**config.mk**
```make
export PLATFORM = sky130hd
export DESIGN_NAME = prio_irq_resolver
export DESIGN_NICKNAME = d
export VERILOG_FILES = /design/src/rtl/irq_res_pkg.sv /design/src/rtl/irq_prio_search.sv /design/src/rtl/irq_req_capture.sv /design/src/rtl/prio_irq_resolver.sv
export SDC_FILE = /design/constraint.sdc
export NUM_CORES = 1
export LEC_CHECK = 0
export BUFFER_PORTS_ARGS = -buffer_cell sky130_fd_sc_hd__buf_2
export CORE_ASPECT_RATIO = 0.7
export CORE_MARGIN = 8
export CORE_UTILIZATION = 45
export CTS_BUF_LIST = sky130_fd_sc_hd__clkbuf_4 sky130_fd_sc_hd__clkbuf_8
export DETAILED_ROUTE_END_ITERATION = 10
export GPL_TIMING_DRIVEN = 0
export PLACE_DENSITY = 0.67
export REMOVE_ABC_BUFFERS = 1
export SLEW_MARGIN = 25
export SYNTH_ARGS = -nofsm -noshare
export SYNTH_HDL_FRONTEND = slang
export SYNTH_SLANG_ARGS = --single-unit
```
**constraint.sdc**
```tcl
create_clock -name clk -period 4.4 [get_ports clk]
set_input_delay 0.44 -clock clk [delete_from_list [all_inputs] [get_ports clk]]
set_output_delay 0.44 -clock clk [all_outputs]
set_load 0.05 [all_outputs]
```
**src/rtl/irq_res_pkg.sv**
```systemverilog
package irq_res_pkg;

    typedef enum logic [1:0] {
        EOI_HIGHEST     = 2'b00,
        EOI_HIGHEST_ROT = 2'b01,
        EOI_NAMED       = 2'b10,
        EOI_NAMED_ROT   = 2'b11
    } eoi_kind_e;

    typedef struct packed {
        logic auto_eoi;
        logic rot_aeoi;
        logic nested;
        logic smask;
    } mode_t;

endpackage

```
**src/rtl/irq_prio_search.sv**
```systemverilog
module irq_prio_search #(
    parameter int NLINES = 8,
    localparam int IDW = $clog2(NLINES)
) (
    input  logic [NLINES-1:0] vec,
    input  logic [IDW-1:0]    base,
    output logic [IDW:0]      prio
);
    logic [IDW-1:0] idx;

    // Relative priority of the first set bit at or after base; NLINES when empty.
    always_comb begin
        prio = (IDW+1)'(NLINES);
        idx  = '0;
        for (int p = NLINES - 1; p >= 0; p--) begin
            idx = base + IDW'(p);
            if (vec[idx]) prio = (IDW+1)'(p);
        end
    end
endmodule

```
**src/rtl/irq_req_capture.sv**
```systemverilog
module irq_req_capture #(
    parameter int NLINES = 8
) (
    input  logic              clk,
    input  logic              rst_n,
    input  logic [NLINES-1:0] irq_in,
    input  logic [NLINES-1:0] lvl,
    input  logic [NLINES-1:0] clr,
    output logic [NLINES-1:0] irr
);
    logic [NLINES-1:0] last_q;

    for (genvar i = 0; i < NLINES; i++) begin : g_line
        always_ff @(posedge clk or negedge rst_n) begin
            if (!rst_n) begin
                irr[i]    <= 1'b0;
                last_q[i] <= 1'b0;
            end else begin
                last_q[i] <= irq_in[i];
                if (lvl[i]) begin
                    irr[i] <= irq_in[i];
                end else if (irq_in[i] && !last_q[i]) begin
                    irr[i] <= 1'b1;
                end else if (clr[i]) begin
                    irr[i] <= 1'b0;
                end
            end
        end
    end
endmodule

```
**src/rtl/prio_irq_resolver.sv**
```systemverilog
module prio_irq_resolver
    import irq_res_pkg::*;
#(
    parameter int NLINES       = 8,
    parameter bit IS_MASTER    = 1'b1,
    parameter int CASCADE_LINE = 2,
    localparam int IDW = $clog2(NLINES)
) (
    input  logic              clk,
    input  logic              rst_n,
    input  logic [NLINES-1:0] irq_in,
    input  logic              trig_wr,
    input  logic [NLINES-1:0] trig_data,
    input  logic              mask_wr,
    input  logic [NLINES-1:0] mask_data,
    input  logic              cfg_wr,
    input  logic              cfg_auto_eoi,
    input  logic              cfg_rot_aeoi,
    input  logic              cfg_nested,
    input  logic              cfg_smask,
    input  logic              base_wr,
    input  logic [IDW-1:0]    base_line,
    input  logic              ack,
    input  logic              eoi_wr,
    input  logic [1:0]        eoi_cmd,
    input  logic [IDW-1:0]    eoi_line,
    output logic              irq_req,
    output logic [IDW-1:0]    irq_line,
    output logic [NLINES-1:0] irr_o,
    output logic [NLINES-1:0] isr_o,
    output logic [IDW-1:0]    base_o
);
    localparam logic [NLINES-1:0] CASC_BIT = NLINES'(1) << CASCADE_LINE;

    logic [NLINES-1:0] lvl_q, imr_q, isr_q, isr_n, irr;
    logic [IDW-1:0]    base_q, base_n, eoi_tgt;
    mode_t             mode_q;
    logic [IDW:0]      pend_p, svc_p, eoi_p;
    logic [NLINES-1:0] cand, svc_vec, clr_vec;
    logic              ack_take;

    assign cand    = irr & ~imr_q;
    assign svc_vec = isr_q
                   & ~(mode_q.smask ? imr_q : '0)
                   & ~((IS_MASTER && mode_q.nested) ? CASC_BIT : '0);

    irq_prio_search #(.NLINES(NLINES)) u_pend (.vec(cand),    .base(base_q), .prio(pend_p));
    irq_prio_search #(.NLINES(NLINES)) u_svc  (.vec(svc_vec), .base(base_q), .prio(svc_p));
    irq_prio_search #(.NLINES(NLINES)) u_eoi  (.vec(isr_q),   .base(base_q), .prio(eoi_p));

    assign irq_req  = (pend_p < svc_p);
    assign irq_line = pend_p[IDW-1:0] + base_q;
    assign ack_take = ack && irq_req;
    assign clr_vec  = ack_take ? (NLINES'(1) << irq_line) : '0;
    assign eoi_tgt  = eoi_p[IDW-1:0] + base_q;

    irq_req_capture #(.NLINES(NLINES)) u_cap (
        .clk(clk), .rst_n(rst_n), .irq_in(irq_in),
        .lvl(lvl_q), .clr(clr_vec), .irr(irr)
    );

    // Next-state: end-of-interrupt first, then set-base, then acknowledge.
    always_comb begin
        isr_n  = isr_q;
        base_n = base_q;
        if (eoi_wr) begin
            unique case (eoi_kind_e'(eoi_cmd))
                EOI_HIGHEST, EOI_HIGHEST_ROT: begin
                    if (!eoi_p[IDW]) begin
                        isr_n[eoi_tgt] = 1'b0;
                        if (eoi_cmd[0]) base_n = eoi_tgt + IDW'(1);
                    end
                end
                EOI_NAMED, EOI_NAMED_ROT: begin
                    isr_n[eoi_line] = 1'b0;
                    if (eoi_cmd[0]) base_n = eoi_line + IDW'(1);
                end
            endcase
        end
        if (base_wr) base_n = base_line + IDW'(1);
        if (ack_take) begin
            if (mode_q.auto_eoi) begin
                if (mode_q.rot_aeoi) base_n = irq_line + IDW'(1);
            end else begin
                isr_n[irq_line] = 1'b1;
            end
        end
    end

    always_ff @(posedge clk or negedge rst_n) begin
        if (!rst_n) begin
            imr_q  <= '0;
            isr_q  <= '0;
            base_q <= '0;
            mode_q <= '0;
        end else begin
            isr_q  <= isr_n;
            base_q <= base_n;
            if (mask_wr) imr_q <= mask_data;
            if (cfg_wr)  mode_q <= '{auto_eoi: cfg_auto_eoi, rot_aeoi: cfg_rot_aeoi,
                                     nested: cfg_nested, smask: cfg_smask};
        end
    end

    // Trigger selection survives reset.
    always_ff @(posedge clk) begin
        if (trig_wr) lvl_q <= trig_data;
    end

    assign irr_o  = irr;
    assign isr_o  = isr_q;
    assign base_o = base_q;
endmodule

```
==> Yosys cells after proc, flatten, opt, wreduce, memory -nomap -nowiden <==
Cells that the tools add are included.
{ "op_classes": {"add_sub_neg": 13, "order_cmp": 15, "eq_ne": 3, "shifts": 1, "mux": 119, "bitwise_logic": 11, "n_reduce_logical": 31} }
{ "op_table": {"columns": ["cell", "n"], "rows": [
  ["2-to-1 mux 4 bit", 24],
  ["binary-select mux 1 bit (select 3 bit)", 24],
  ["2-to-1 mux 1 bit", 51],
  ["2-to-1 mux 8 bit", 6],
  ["< comparator 3 x 4 -> 1 bit, second input constant", 11],
  ["AND 8 bit", 5],
  ["NOT 8 bit", 4],
  ["2-to-1 mux 3 bit", 9],
  ["nonzero test 3 bit", 8],
  ["one-hot mux 8 bit (2 select lines)", 1],
  ["adder 3 x 1 -> 3 bit, second input constant", 5],
  ["adder 3 bit, second input constant", 4],
  ["logical AND 1 bit", 12],
  ["demux 1 bit (select 3 bit)", 3],
  [">= comparator 3 x 1 -> 1 bit, second input constant", 3],
  ["logical NOT 1 bit", 8],
  ["NOT 3 -> 8 bit", 1],
  ["bitwise OR 8 bit", 1],
  ["<< shifter 1 x 3 -> 8 bit, first input constant", 1],
  ["adder 3 x 2 -> 3 bit, second input constant", 2],
  ["adder 3 bit", 2],
  ["one-hot mux 3 bit (2 select lines)", 1],
  ["equality test 2 bit, second input constant", 2],
  ["< comparator 4 bit", 1],
  ["other kinds (3)", 4]
]} }
{ "word_totals": {"regBits": 47, "input_bits": 44, "out_inout_bits": 23, "wordCells": 217} }

==> Longest topological paths before layout <==
Gate-level depths: netlist of run 1.
{ "logic_depth": {"word_depth": 24, "ltp_mapped": 21, "depth_no_buf": 19} }

==> Modules after synthesis <==
Synthesis of run 1 repeated with hierarchy kept, for this count alone.
{ "hier_totals": {"cells_unflattened": 411, "hier_area_um2": 4545.6} }
{ "modules_own_cells": {"columns": ["mod", "n_inst", "cells_per_inst", "area_per_inst_um2", "seq_area_each_um2"], "rows": [
  ["irq_prio_search", 3, 63, 688.2, 0.0],
  ["prio_irq_resolver", 1, 182, 1930.6, 815.8],
  ["irq_req_capture", 1, 40, 550.5, 400.4]
]} }

==> Least setup slack after synthesis of run 1 <==
Ideal clock, no wire load.
{ "synth_timing": {"kind": "reg2reg", "from": "register base_q[1] (netlist: base_o[1])", "to": "register isr_q[6] (netlist: isr_o[6])", "setup_ps": 69, "arrival_ps": 5289, "required_time_ps": 4331, "path_slack_ps": -958, "path_stages_with_launch": 16, "n_path_buf": 2, "period_less_slack_ps": 5358, "path_cell_list": "dfrtp_1 > buf_2 > inv_1 > clkbuf_1 > ha_1 > xnor2_1 > mux4_2 > o32ai_1 > a22o_1 > ha_1 > fa_1 > xnor2_1 > xnor2_1 > inv_1 > a2111oi_4 > a32o_1"} }
{ "synth_via": {"elab_cells_between_ends": 101, "cone_classes": "9 x add/sub; 5 x order compare; 81 x mux; 3 x bitwise; 3 x reduce/logical"} }
{ "synth_rtl": {"columns": ["item", "line_no", "text"], "rows": [
  ["start, declared", "prio_irq_resolver.sv:36", "logic [IDW-1:0] base_q, base_n, eoi_tgt;"],
  ["start signal, assigned", "prio_irq_resolver.sv:98", "base_q <= base_n;"],
  ["adder 3 bit", "irq_prio_search.sv:16", "idx = base + IDW'(p);"],
  ["binary-select mux 1 bit (select 3 bit)", "irq_prio_search.sv:17", "if (vec[idx]) prio = (IDW+1)'(p);"],
  ["2-to-1 mux 1 bit (implied by the code)", "irq_prio_search.sv:17", null],
  ["2-to-1 mux 4 bit (8 in a row)", "irq_prio_search.sv:17", null],
  ["adder 3 bit (*)", "prio_irq_resolver.sv:52", "assign irq_line = pend_p[IDW-1:0] + base_q;"],
  ["named net irq_line[2]", "prio_irq_resolver.sv:28", "output logic [IDW-1:0] irq_line,"],
  ["< comparator 3 x 4 -> 1 bit (implied by the code) / >= comparator 3 x 1 -> 1 bit (equally long branches)", "prio_irq_resolver.sv:85", "isr_n[irq_line] = 1'b1;"],
  ["logical AND 1 bit (implied by the code)", "prio_irq_resolver.sv:85", null],
  ["2-to-1 mux 1 bit (implied by the code)", "prio_irq_resolver.sv:85", null],
  ["demux 1 bit (select 3 bit) (*)", "prio_irq_resolver.sv:85", null],
  ["bitwise OR 8 bit (no line) (*)", null, null],
  ["2-to-1 mux 8 bit (*)", "prio_irq_resolver.sv:82", "if (mode_q.auto_eoi) begin"],
  ["2-to-1 mux 8 bit (*)", "prio_irq_resolver.sv:81", "if (ack_take) begin"],
  ["named net isr_n[6]", "prio_irq_resolver.sv:35", "logic [NLINES-1:0] lvl_q, imr_q, isr_q, isr_n, irr;"],
  ["end signal, assigned", "prio_irq_resolver.sv:97", "isr_q <= isr_n;"],
  ["end, declared", "prio_irq_resolver.sv:35", null]
]} }
The timed path passes the listed nets; every way through them passes the cells marked *. The select of a mux whose other input is x is not followed.
A chain may end at the register's enable or synchronous reset.

==> Worst setup path in the final report of run 1 <==
{ "layout_timing": {"from": "register base_q[1] (netlist: base_o[1])", "to": "register isr_q[6] (netlist: isr_o[6])"} }
{ "layout_via": {"elab_chain_len": 24, "elab_cells_between_ends": 101, "cone_classes": "9 x add/sub; 5 x order compare; 81 x mux; 3 x bitwise; 3 x reduce/logical"} }
{ "layout_rtl": {"columns": ["item", "line_no", "text"], "rows": [
  ["adder 3 bit", "irq_prio_search.sv:16", null],
  ["binary-select mux 1 bit (select 3 bit)", "irq_prio_search.sv:17", null],
  ["2-to-1 mux 1 bit (implied by the code)", "irq_prio_search.sv:17", null],
  ["2-to-1 mux 4 bit (8 in a row)", "irq_prio_search.sv:17", null],
  ["adder 3 bit", "prio_irq_resolver.sv:55", "assign eoi_tgt = eoi_p[IDW-1:0] + base_q;"],
  ["< comparator 3 x 4 -> 1 bit (implied by the code) / >= comparator 3 x 1 -> 1 bit (equally long branches)", "prio_irq_resolver.sv:70", "isr_n[eoi_tgt] = 1'b0;"],
  ["logical AND 1 bit (implied by the code)", "prio_irq_resolver.sv:70", null],
  ["2-to-1 mux 1 bit (implied by the code)", "prio_irq_resolver.sv:70", null],
  ["(+2 left out)", null, null],
  ["AND 8 bit (no line)", null, null],
  ["2-to-1 mux 8 bit", "prio_irq_resolver.sv:69", "if (!eoi_p[IDW]) begin"],
  ["one-hot mux 8 bit (2 select lines)", "prio_irq_resolver.sv:67", "unique case (eoi_kind_e'(eoi_cmd))"],
  ["2-to-1 mux 8 bit", "prio_irq_resolver.sv:66", "if (eoi_wr) begin"],
  ["bitwise OR 8 bit (no line)", null, null],
  ["2-to-1 mux 8 bit", "prio_irq_resolver.sv:82", null],
  ["2-to-1 mux 8 bit (*)", "prio_irq_resolver.sv:81", null],
  ["named net isr_n[6]", "prio_irq_resolver.sv:35", null]
]} }
Marks and branches as above.

==> results.sh, run 1 <==
export IMPL_status="finished, violations left"
export IMPL_violations="negative setup slack"
export IMPL_critPathMaxStageDelay_ns=0.58
export IMPL_start_util_pct=45.34
export IMPL_async_flop_share_pct=82.98
export IMPL_synth_top_area_share_pct=22.58
export IMPL_crit_type="register to register"
export IMPL_rsz0062_at_grt="true"
export IMPL_syn_to_final_growth_pct=22.40
export IMPL_row_count=30
export IMPL_layout_common_cells="buf_2 (64), dfrtp_1 (35), nand2_1 (34), mux4_2 (27), nand2b_1 (21)"
export IMPL_reg2reg_slack_ns=-0.03
export IMPL_layout_commonest_cell="buf_2"
export IMPL_vias_per_cell=6.352
export IMPL_crit_buf_inv=5
export IMPL_synth_area_top_cells="dfrtp_1 (23%), mux4_2 (14%), edfxtp_1 (5.6%)"
export IMPL_die_area_um2=13050
export IMPL_crit_arrival_ns=4.67
export IMPL_die_h_um=98.01
export IMPL_die_width_um=133.1
export IMPL_slew_headroom_pct=41.18
export IMPL_syn_cell_area_um2=4323
export IMPL_setup_viol=3
export IMPL_clock_skew_ns=0.006017
export IMPL_worstHoldPathType="input pin to async pin"
export IMPL_drt_pre_antenna_iters=5
export IMPL_finalWorstSetupSlack_ns=-0.02564
export IMPL_wl_um=13180
export IMPL_grt_first_pass_wirelength_um=20820
export IMPL_synth_top_area_cell="dfrtp_1"
export IMPL_layout_min_cycle_time_ns=4.426
export IMPL_reg2reg_depth=19
export IMPL_grt_usage_pct=19.49
export IMPL_grt_antenna_before_repair=0
export IMPL_synth_flop_cell="dfrtp_1"
export IMPL_timing_rr_end="isr_o[6]"
export IMPL_drt_iter0_drc=302
export IMPL_gp_congestion=0.9102
export IMPL_cp_max_fo=5
export IMPL_portBuffers=66
export IMPL_maxSlewViolCount=0
export IMPL_final_layout_size_suffix_gt1_share_pct=34.77
export IMPL_critPathCaptureType="register"
export IMPL_nets=573
export IMPL_clkSinkCount=47
export IMPL_synth_seq_area_share_pct=28.13
export IMPL_ys_warnings_count=0
export IMPL_place_hpwl_um=9538
export IMPL_clk_latency_ns=0.31
export IMPL_crit_family="compound AO/OA/AOI/OAI gates"
export IMPL_final_area_um2=5291
export IMPL_drt_wirelength_per_cell_um=20.59
export IMPL_whs_ns=0.2428
export IMPL_grt_ovfl_total=0
export IMPL_slowest_stage="mux4_2"
export IMPL_cp_cell_sequence="buf_6, clkinvlp_4, ha_4, xnor2_4, mux4_2, nand2_2, o31ai_2, a221oi_2, ha_2, inv_2, fa_2, or4_1, a211o_1, nand4_1, clkbuf_16, buf_4, nor4_4, o21ai_1, a32o_1"
export IMPL_path_clk_slew_ns=0.09
export IMPL_n_antenna_cell=0
export IMPL_cap_violations=0
export IMPL_boundaryPins=67
export IMPL_nFillCells=848
export IMPL_cts_buffers=5
export IMPL_drcViolationCount=0
export IMPL_synth_enable_flop_cells=8
export IMPL_netlist_cell_type_count=63
export IMPL_coreArea_um2=9534
export IMPL_ys_ff_latch=47
export IMPL_grt_max_degree=40
export IMPL_finalCritPeriodShare_pct=100.6
export IMPL_max_freq_mhz=226.0
export IMPL_place_area_um2=4755
export IMPL_netlist_instances=436
export IMPL_cts_root_buf="clkbuf_8"
export IMPL_syn_area_per_cell_um2=9.915
export IMPL_hold_viol=0
export IMPL_num_vias=4065
export IMPL_crit_reg2reg_launch="base_o[1]"
export IMPL_antenna_left=0
export IMPL_setup_tns_ns=-0.05027
export IMPL_cp_required_ns=4.64
export IMPL_worst_pin_slew_ns=0.8823
export IMPL_dp_cells=612
export IMPL_htreeDepth=2
export IMPL_cts_path_max_buffers=2
export IMPL_stdcell_count=640
export IMPL_start_kind="register"
export IMPL_cts_tree="yes"
export IMPL_grt_pass1_vias=4063
-- synthesized netlist by cell type, types with 3 or more instances --
cell type  number
o21a_1          3
nor4_1          5
xnor2_1         5
and3_1          3
nor2_1         17
mux2i_1        21
a211o_1         3
clkbuf_1        9
nand4b_1        3
nand2b_1       21
nand4_1         6
a21oi_1        17
nand3_1         4
a22o_1          8
mux2_2         16
a32oi_1         3
inv_1          17
or4_1           3
buf_1           3
o22ai_1         3
ha_1           16
o31ai_1         4
edfxtp_1        8
and2_1          4
buf_2           7
xor2_1          3
mux4_2         27
nand2_1        35
a21boi_1        3
or3_1           3
o211a_1         4
a31oi_1         5
a21boi_0       13
nor3_1         15
a211oi_1        6
nor2b_1        16
o21ai_0        20
dfrtp_1        39
-- per-stage QoR --
step / utilization [%] / worst slack [ns]
floorplan: - / -2.019
global route: 55.50 / -0.1958
global placement: 49.65 / -2.257
finish: 55.50 / -0.02564
CTS: 52.94 / 0.002705
detailed placement: 49.87 / -1.931
-- final cells by class --
class | instances | area, um^2 | area share (%)
repair buffers | 87 | 558.0 | 10.55
multi-input cells | 350 | 3158 | 59.68
well taps | 128 | 160.2 | 3.027
clock inverters | 3 | 27.53 | 0.5202
flip-flops and latches | 47 | 1229 | 23.22
inverters | 20 | 90.09 | 1.703
clock buffers | 5 | 68.82 | 1.301
-- worst max-delay path by stage --
stage / from / depth (start not counted) / to
2_1_floorplan: base_o[0] / 13 / isr_o[6]
3_3_place_gp: base_o[0] / 15 / base_o[2]
3_5_place_dp: base_o[1] / 15 / base_o[2]
4_1_cts: base_o[1] / 18 / base_o[2]
5_1_grt: base_o[1] / 18 / base_o[2]
6_report: base_o[1] / 19 / isr_o[6]
-- layer usage --
metal	up-vias	GRT usage, %	share of wire, %
met5	-	0	0
met4	0	3.181	0.55
met3	10	5.692	8.2
met2	170	30.82	46
met1	2029	26.28	45
li1	1856	-	-
-- registers in the layout (all words and copies together) (netlist names) --
name	count
mode_q	4
imr_q	8
base_o	3
u_cap.last_q	8
isr_o	8
u_cap.irr	8
lvl_q	8
-- cell families after synthesis --
kind of cell	after synthesis	synth area share (%)
AO/OA/AOI/OAI	120	20.98
XOR/XNOR	8	1.621
adder cells (fa/ha/maj)	18	5.557
buffers and inverters	39	3.589
flip-flops	47	28.13
multiplexers	64	23.10
AND/OR/NAND/NOR	140	17.02
-- what timing repair did --
item / 4_1_cts / 5_1_grt
hold buffers: 0 / 0
gates resized for setup: 26 / 40
gates cloned: 0 / 1
endpoints found under the hold margin: 0 / 0
buffers inserted: 9 / 11
pin swaps: 2 / 31
setup endpoints to repair: 23 / 17
Power of run 1 is left out: the tool's default activity adds up to more than one toggle a clock period on the data nets, which glitch-free logic cannot reach.
==> run 2, diff against run 1 <==
--- a/config.mk
+++ b/config.mk
@@ -5,6 +5,7 @@
 export SDC_FILE = /design/constraint.sdc
 export NUM_CORES = 1
 export LEC_CHECK = 0
+export ABC_AREA = 1
 export BUFFER_PORTS_ARGS = -buffer_cell sky130_fd_sc_hd__buf_2
 export CORE_ASPECT_RATIO = 0.7
 export CORE_MARGIN = 8
@@ -12,7 +13,7 @@
 export CTS_BUF_LIST = sky130_fd_sc_hd__clkbuf_4 sky130_fd_sc_hd__clkbuf_8
 export DETAILED_ROUTE_END_ITERATION = 10
 export GPL_TIMING_DRIVEN = 0
-export PLACE_DENSITY = 0.67
+export PLACE_DENSITY = 0.68
 export REMOVE_ABC_BUFFERS = 1
 export SLEW_MARGIN = 25
 export SYNTH_ARGS = -nofsm -noshare
==> run 2 against run 1 <==
Against the previous run: the run now ends clean; sequential cell count stayed put; via count is 3.8% higher; setup slack better by 0.32 ns; sequential share of layout area is 3.6 points higher; routed wire length is 12% lower; clock-buffer cell count stayed put; non-clock buffer count is 14 lower; first-iteration DRC count is 33% higher; final area is 14% lower; global-route usage is 0.070 points lower; hold slack worse by 0.0026 ns; utilization is 2.0 points lower; critical endpoint is now irq_line[2]; largest cell class unchanged; highest routed layer unchanged.
==> results.sh, run 2 <==
export IMPL_worstHoldPathType="input pin to async pin"
export IMPL_hold_viol=0
export IMPL_die_width_um=128.3
export IMPL_gp_congestion=0.8717
export IMPL_setup_tns_ns=0
export IMPL_final_area_um2=4556
export IMPL_place_hpwl_um=8786
export IMPL_boundaryPins=67
export IMPL_n_antenna_cell=0
export IMPL_path_clk_slew_ns=0.10
export IMPL_cts_path_max_buffers=2
export IMPL_vias_per_cell=5.347
export IMPL_crit_arrival_ns=3.67
export IMPL_cts_tree="yes"
export IMPL_whs_ns=0.2402
export IMPL_syn_to_final_growth_pct=14.71
export IMPL_start_kind="register"
export IMPL_synth_area_top_cells="dfrtp_1 (25%), nand2_1 (22%), nand3_1 (9.8%)"
export IMPL_final_layout_size_suffix_gt1_share_pct=17.19
export IMPL_synth_enable_flop_cells=8
export IMPL_syn_cell_area_um2=3971
export IMPL_max_freq_mhz=243.4
export IMPL_drt_pre_antenna_iters=6
export IMPL_crit_type="register to output port"
export IMPL_htreeDepth=2
export IMPL_grt_max_degree=40
export IMPL_wl_um=11540
export IMPL_antenna_left=0
export IMPL_maxSlewViolCount=0
export IMPL_dp_cells=774
export IMPL_netlist_top_cells_count="nand2_1 (232), nand3_1 (78), inv_1 (65)"
export IMPL_ys_warnings_count=0
export IMPL_die_h_um=94.60
export IMPL_layout_commonest_cell="nand2_1"
export IMPL_drt_wirelength_per_cell_um=14.62
export IMPL_stdcell_count=789
export IMPL_async_flop_share_pct=82.98
export IMPL_worst_pin_slew_ns=0.9190
export IMPL_clk_latency_ns=0.32
export IMPL_ys_ff_latch=47
export IMPL_grt_usage_pct=19.42
export IMPL_syn_area_per_cell_um2=6.564
export IMPL_yosysMostFrequentCell="nand2_1"
export IMPL_portBuffers=66
export IMPL_num_vias=4219
export IMPL_netlist_instances=605
export IMPL_rsz0062_at_grt="false"
export IMPL_die_area_um2=12130
export IMPL_cts_root_buf="clkbuf_8"
export IMPL_netlist_cell_type_count=37
export IMPL_clkSinkCount=47
export IMPL_coreArea_um2=8513
export IMPL_cts_buffers=5
export IMPL_grt_first_pass_wirelength_um=18890
export IMPL_synth_top_area_share_pct=24.57
export IMPL_clock_skew_ns=0.005492
export IMPL_grt_ovfl_total=0
export IMPL_drcViolationCount=0
export IMPL_cap_violations=0
export IMPL_critPathCaptureType="output port"
export IMPL_nFillCells=854
export IMPL_cp_max_fo=23
export IMPL_synth_top_area_cell="dfrtp_1"
export IMPL_place_area_um2=4357
export IMPL_setup_viol=0
export IMPL_row_count=28
export IMPL_layout_common_cells="nand2_1 (232), nand3_1 (78), buf_2 (65), inv_1 (64), dfrtp_1 (37)"
export IMPL_drt_iter0_drc=403
export IMPL_synth_seq_area_share_pct=30.62
export IMPL_finalCritPeriodShare_pct=93.36
export IMPL_cp_required_ns=3.96
export IMPL_synth_flop_cell="dfrtp_1"
export IMPL_nets=730
export IMPL_layout_min_cycle_time_ns=4.108
export IMPL_start_util_pct=46.65
export IMPL_status="finished, final reports clean"
export IMPL_slew_headroom_pct=38.73
export IMPL_grt_antenna_before_repair=0
export IMPL_grt_pass1_vias=3931
-- run 2: cell count changes in the layout (fill, tap and decap cells not counted), sizes merged, moves of 15 or more --
cell    change
nand2     +202
nand3      +74
mux2i      -21
nand2b     -21
a21boi     -15
o21ai      +25
mux4       -27
inv        +54
nor2b      -16
mux2       -15
-- run 2: cell families after synthesis --
kind of cell,Yosys count,synth area share [%]
AND/OR/NAND/NOR,361,38.56
XOR/XNOR,8,3.371
adder cells (fa/ha/maj),18,6.049
AO/OA/AOI/OAI,80,11.78
multiplexers,1,0.2835
buffers and inverters,90,9.326
flip-flops,47,30.62
-- run 2: area by class of cell --
| cell class | count | area [um^2] | share of cell area [%] |
|---|---|---|---|
| clock buffers | 5 | 68.82 | 1.511 |
| flip-flops and latches | 47 | 1224 | 26.86 |
| clock inverters | 3 | 22.52 | 0.4944 |
| well taps | 120 | 150.1 | 3.296 |
| repair buffers | 73 | 389.1 | 8.542 |
| inverters | 73 | 285.3 | 6.262 |
| multi-input cells | 468 | 2416 | 53.03 |
-- run 2: critical path, stage by stage, from the launching register on --
cell and delay [ns]:
dfrtp_4 0.53, inv_6 0.19, ha_4 0.29, clkinvlp_4 0.17, buf_4 0.16, nand3_1 0.08, nand2_1 0.10, nand2_1 0.06
nand2_1 0.12, nand2_1 0.07, nand2_1 0.05, nand2_1 0.05, nand2_1 0.05, nand2_1 0.05, nand2_1 0.10, inv_1 0.06
ha_1 0.18, fa_1 0.40, xor2_2 0.24, xnor2_4 0.16, buf_4 0.23
-- run 2: repair_timing --
item,4_1_cts,5_1_grt
hold buffers,0,0
setup buffers,5,2
pin swaps,1,0
resized for setup,12,1
setup endpoints to repair,23,7
-- run 2: final timing paths --
path	startpoint	to	slack, ns	cells after the start
min reg2reg	lvl_q[4]	u_cap.irr[4]	0.51	2
max reg2reg	base_o[0]	base_o[1]	0.38	31
min	rst_n	u_cap.last_q[2]	0.24	1
min in group clk	irq_in[7]	u_cap.last_q[7]	0.25	1
max	base_o[0]	irq_line[2]	0.29	20
max in group asynchronous	rst_n	base_o[0]	3.51	1
-- run 2: per-stage QoR --
stage / setup slack [ns] / utilization [%]
after floorplan: -0.4711 / -
after global placement: -1.080 / 51.16
after detailed placement: -0.7587 / 51.18
after CTS: 0.05789 / 53.22
after global routing: 0.01731 / 53.51
final: 0.2922 / 53.51
-- run 2: routing by layer --
layer	share of wire [%]	vias up	GRT usage, %	wire (um)
li1	-	2094	-	-
met1	48	1954	26.90	5541
met2	45	156	30.86	5190
met3	5.8	15	3.489	672
met4	1.1	0	4.631	132
met5	0	-	0	0
Power of run 2 is left out for the same reason.
==> run 3, diff against run 2 <==
--- a/config.mk
+++ b/config.mk
@@ -5,15 +5,13 @@
 export SDC_FILE = /design/constraint.sdc
 export NUM_CORES = 1
 export LEC_CHECK = 0
-export ABC_AREA = 1
 export BUFFER_PORTS_ARGS = -buffer_cell sky130_fd_sc_hd__buf_2
-export CORE_ASPECT_RATIO = 0.7
 export CORE_MARGIN = 8
 export CORE_UTILIZATION = 45
 export CTS_BUF_LIST = sky130_fd_sc_hd__clkbuf_4 sky130_fd_sc_hd__clkbuf_8
 export DETAILED_ROUTE_END_ITERATION = 10
 export GPL_TIMING_DRIVEN = 0
-export PLACE_DENSITY = 0.68
+export PLACE_DENSITY = 0.67
 export REMOVE_ABC_BUFFERS = 1
 export SLEW_MARGIN = 25
 export SYNTH_ARGS = -nofsm -noshare
==> run 3 against run 2 <==
Against the previous run: setup slack got worse by 0.19 ns; final area grew 14%; sequential cell count unchanged; clock skew up 0.0052 ns; routed wire length grew 12%; register-to-register slack got worse by 0.28 ns; utilization increased by 2.3 points; non-clock buffer count is 14 higher; hold slack gained 0.012 ns; maximum frequency is 4.4% lower; critical path type is now register to register; largest cell class unchanged.
==> results.sh, run 3 (same netlist as run 1, synthesis figures left out) <==
export IMPL_drt_iter0_drc=316
export IMPL_critPathMaxStageDelay_ns=0.49
export IMPL_layout_commonest_cell="buf_2"
export IMPL_maxSlewViolCount=0
export IMPL_rsz0062_at_grt="true"
export IMPL_cts_buffers=5
export IMPL_setup_tns_ns=0
export IMPL_cp_cell_sequence="buf_8, mux4_2, or2_4, a311oi_2, o22ai_1, nand2_1, o31ai_2, a221oi_2, ha_2, inv_2, fa_2, or4_4, a211o_1, nand4_1, nor3_1, o31ai_1, a31oi_1"
export IMPL_num_vias=4046
export IMPL_setup_viol=0
export IMPL_grt_antenna_before_repair=0
export IMPL_cp_max_fo=5
export IMPL_slowest_stage="mux4_2"
export IMPL_grt_max_degree=40
export IMPL_die_h_um=114.0
export IMPL_cts_tree="yes"
export IMPL_hold_viol=0
export IMPL_grt_usage_pct=19.82
export IMPL_worst_pin_slew_ns=0.9012
export IMPL_row_count=35
export IMPL_start_util_pct=46.56
export IMPL_clk_latency_ns=0.31
export IMPL_cap_violations=0
export IMPL_worstHoldPathType="input pin to register"
export IMPL_final_area_um2=5186
export IMPL_path_clk_slew_ns=0.09
export IMPL_status="finished, final reports clean"
export IMPL_n_antenna_cell=0
export IMPL_start_kind="register"
export IMPL_slew_headroom_pct=39.92
export IMPL_gp_congestion=0.8697
export IMPL_syn_to_final_growth_pct=19.97
export IMPL_pre_cts_ws_ns=-1.965
export IMPL_die_width_um=114.0
export IMPL_nFillCells=824
export IMPL_coreArea_um2=9284
export IMPL_final_layout_size_suffix_gt1_share_pct=33.79
export IMPL_die_area_um2=13000
export IMPL_finalCoreUtilization_pct=55.86
export IMPL_drt_wirelength_per_cell_um=20.08
export IMPL_portBuffers=66
export IMPL_grt_first_pass_wirelength_um=20450
export IMPL_clkSinkCount=47
export IMPL_vias_per_cell=6.312
export IMPL_cts_root_buf="clkbuf_8"
export IMPL_nets=573
export IMPL_layout_min_cycle_time_ns=4.295
export IMPL_wl_um=12870
export IMPL_layout_common_cells="buf_2 (65), nand2_1 (35), dfrtp_1 (35), mux4_2 (27)"
export IMPL_cp_required_ns=4.58
export IMPL_finalWorstSetupSlack_ns=0.1049
export IMPL_boundaryPins=67
export IMPL_cts_path_max_buffers=2
export IMPL_crit_family="compound AO/OA/AOI/OAI gates"
export IMPL_htreeDepth=2
export IMPL_place_area_um2=4757
export IMPL_finalCritPeriodShare_pct=97.62
export IMPL_drt_pre_antenna_iters=5
export IMPL_drcViolationCount=0
export IMPL_clock_skew_ns=0.01067
export IMPL_critPathCaptureType="register"
export IMPL_crit_arrival_ns=4.48
export IMPL_grt_pass1_vias=4018
export IMPL_max_freq_mhz=232.8
export IMPL_crit_type="register to register"
export IMPL_crit_buf_inv=2
export IMPL_place_hpwl_um=9333
export IMPL_antenna_left=0
export IMPL_grt_ovfl_total=0
run 3: repair_timing:
action                     in CTS  in global routing
hold buffers                    0                  0
setup endpoints to repair      23                 17
buffers inserted               18                  2
resized for setup              28                 19
pin swaps                       6                 16
run 3: path summary, 6_finish.rpt:
path | from | to | slack, ns | depth (start not counted)
max in group asynchronous | rst_n | base_o[0] | 3.48 | 1
hold / removal | irq_in[7] | u_cap.last_q[7] | 0.25 | 1
min in group asynchronous | rst_n | isr_o[7] | 0.26 | 1
setup / recovery | base_o[1] | base_o[2] | 0.10 | 17
setup reg to reg | base_o[1] | base_o[2] | 0.10 | 17
hold reg to reg | lvl_q[3] | u_cap.irr[3] | 0.51 | 2
run 3: through the flow:
stage	instances	hold WS (ns)
after detailed placement	613	0.5018
after global routing	641	0.2468
after CTS	639	0.2398
final	641	0.2521
after global placement	612	0.4999
after floorplan	417	0.1444
run 3: cell type report:
type | count | area, um^2 | area share (%)
Clock buffer | 6 | 76.32 | 1.472
Clock inverter | 2 | 16.27 | 0.3136
Inverter | 20 | 88.84 | 1.713
Multi-Input combinational cell | 350 | 3097 | 59.71
Sequential cell | 47 | 1229 | 23.69
Tap cell | 129 | 161.4 | 3.112
Timing Repair Buffer | 87 | 518.0 | 9.988
run 3: worst register-to-register path, stage by stage, from the launching register on:
cell and delay (ns):
dfrtp_4 0.47, buf_8 0.13, mux4_2 0.49, or2_4 0.27, a311oi_2 0.28, o22ai_1 0.13
nand2_1 0.08, o31ai_2 0.07, a221oi_2 0.22, ha_2 0.21, inv_2 0.03, fa_2 0.36
or4_4 0.41, a211o_1 0.30, nand4_1 0.18, nor3_1 0.09, o31ai_1 0.32, a31oi_1 0.13
run 3: routing by layer:
layer  wire length [um]  GRT usage (%)  up-vias  share of wire (%)
met5                  0              0        -                  0
met4                279          6.300        0                2.2
met3                936          3.592       29                7.3
met2               6305          32.97      186                 49
met1               5350          25.44     1994                 42
li1                   -              -     1837                  -
Power of run 3 is left out for the same reason.
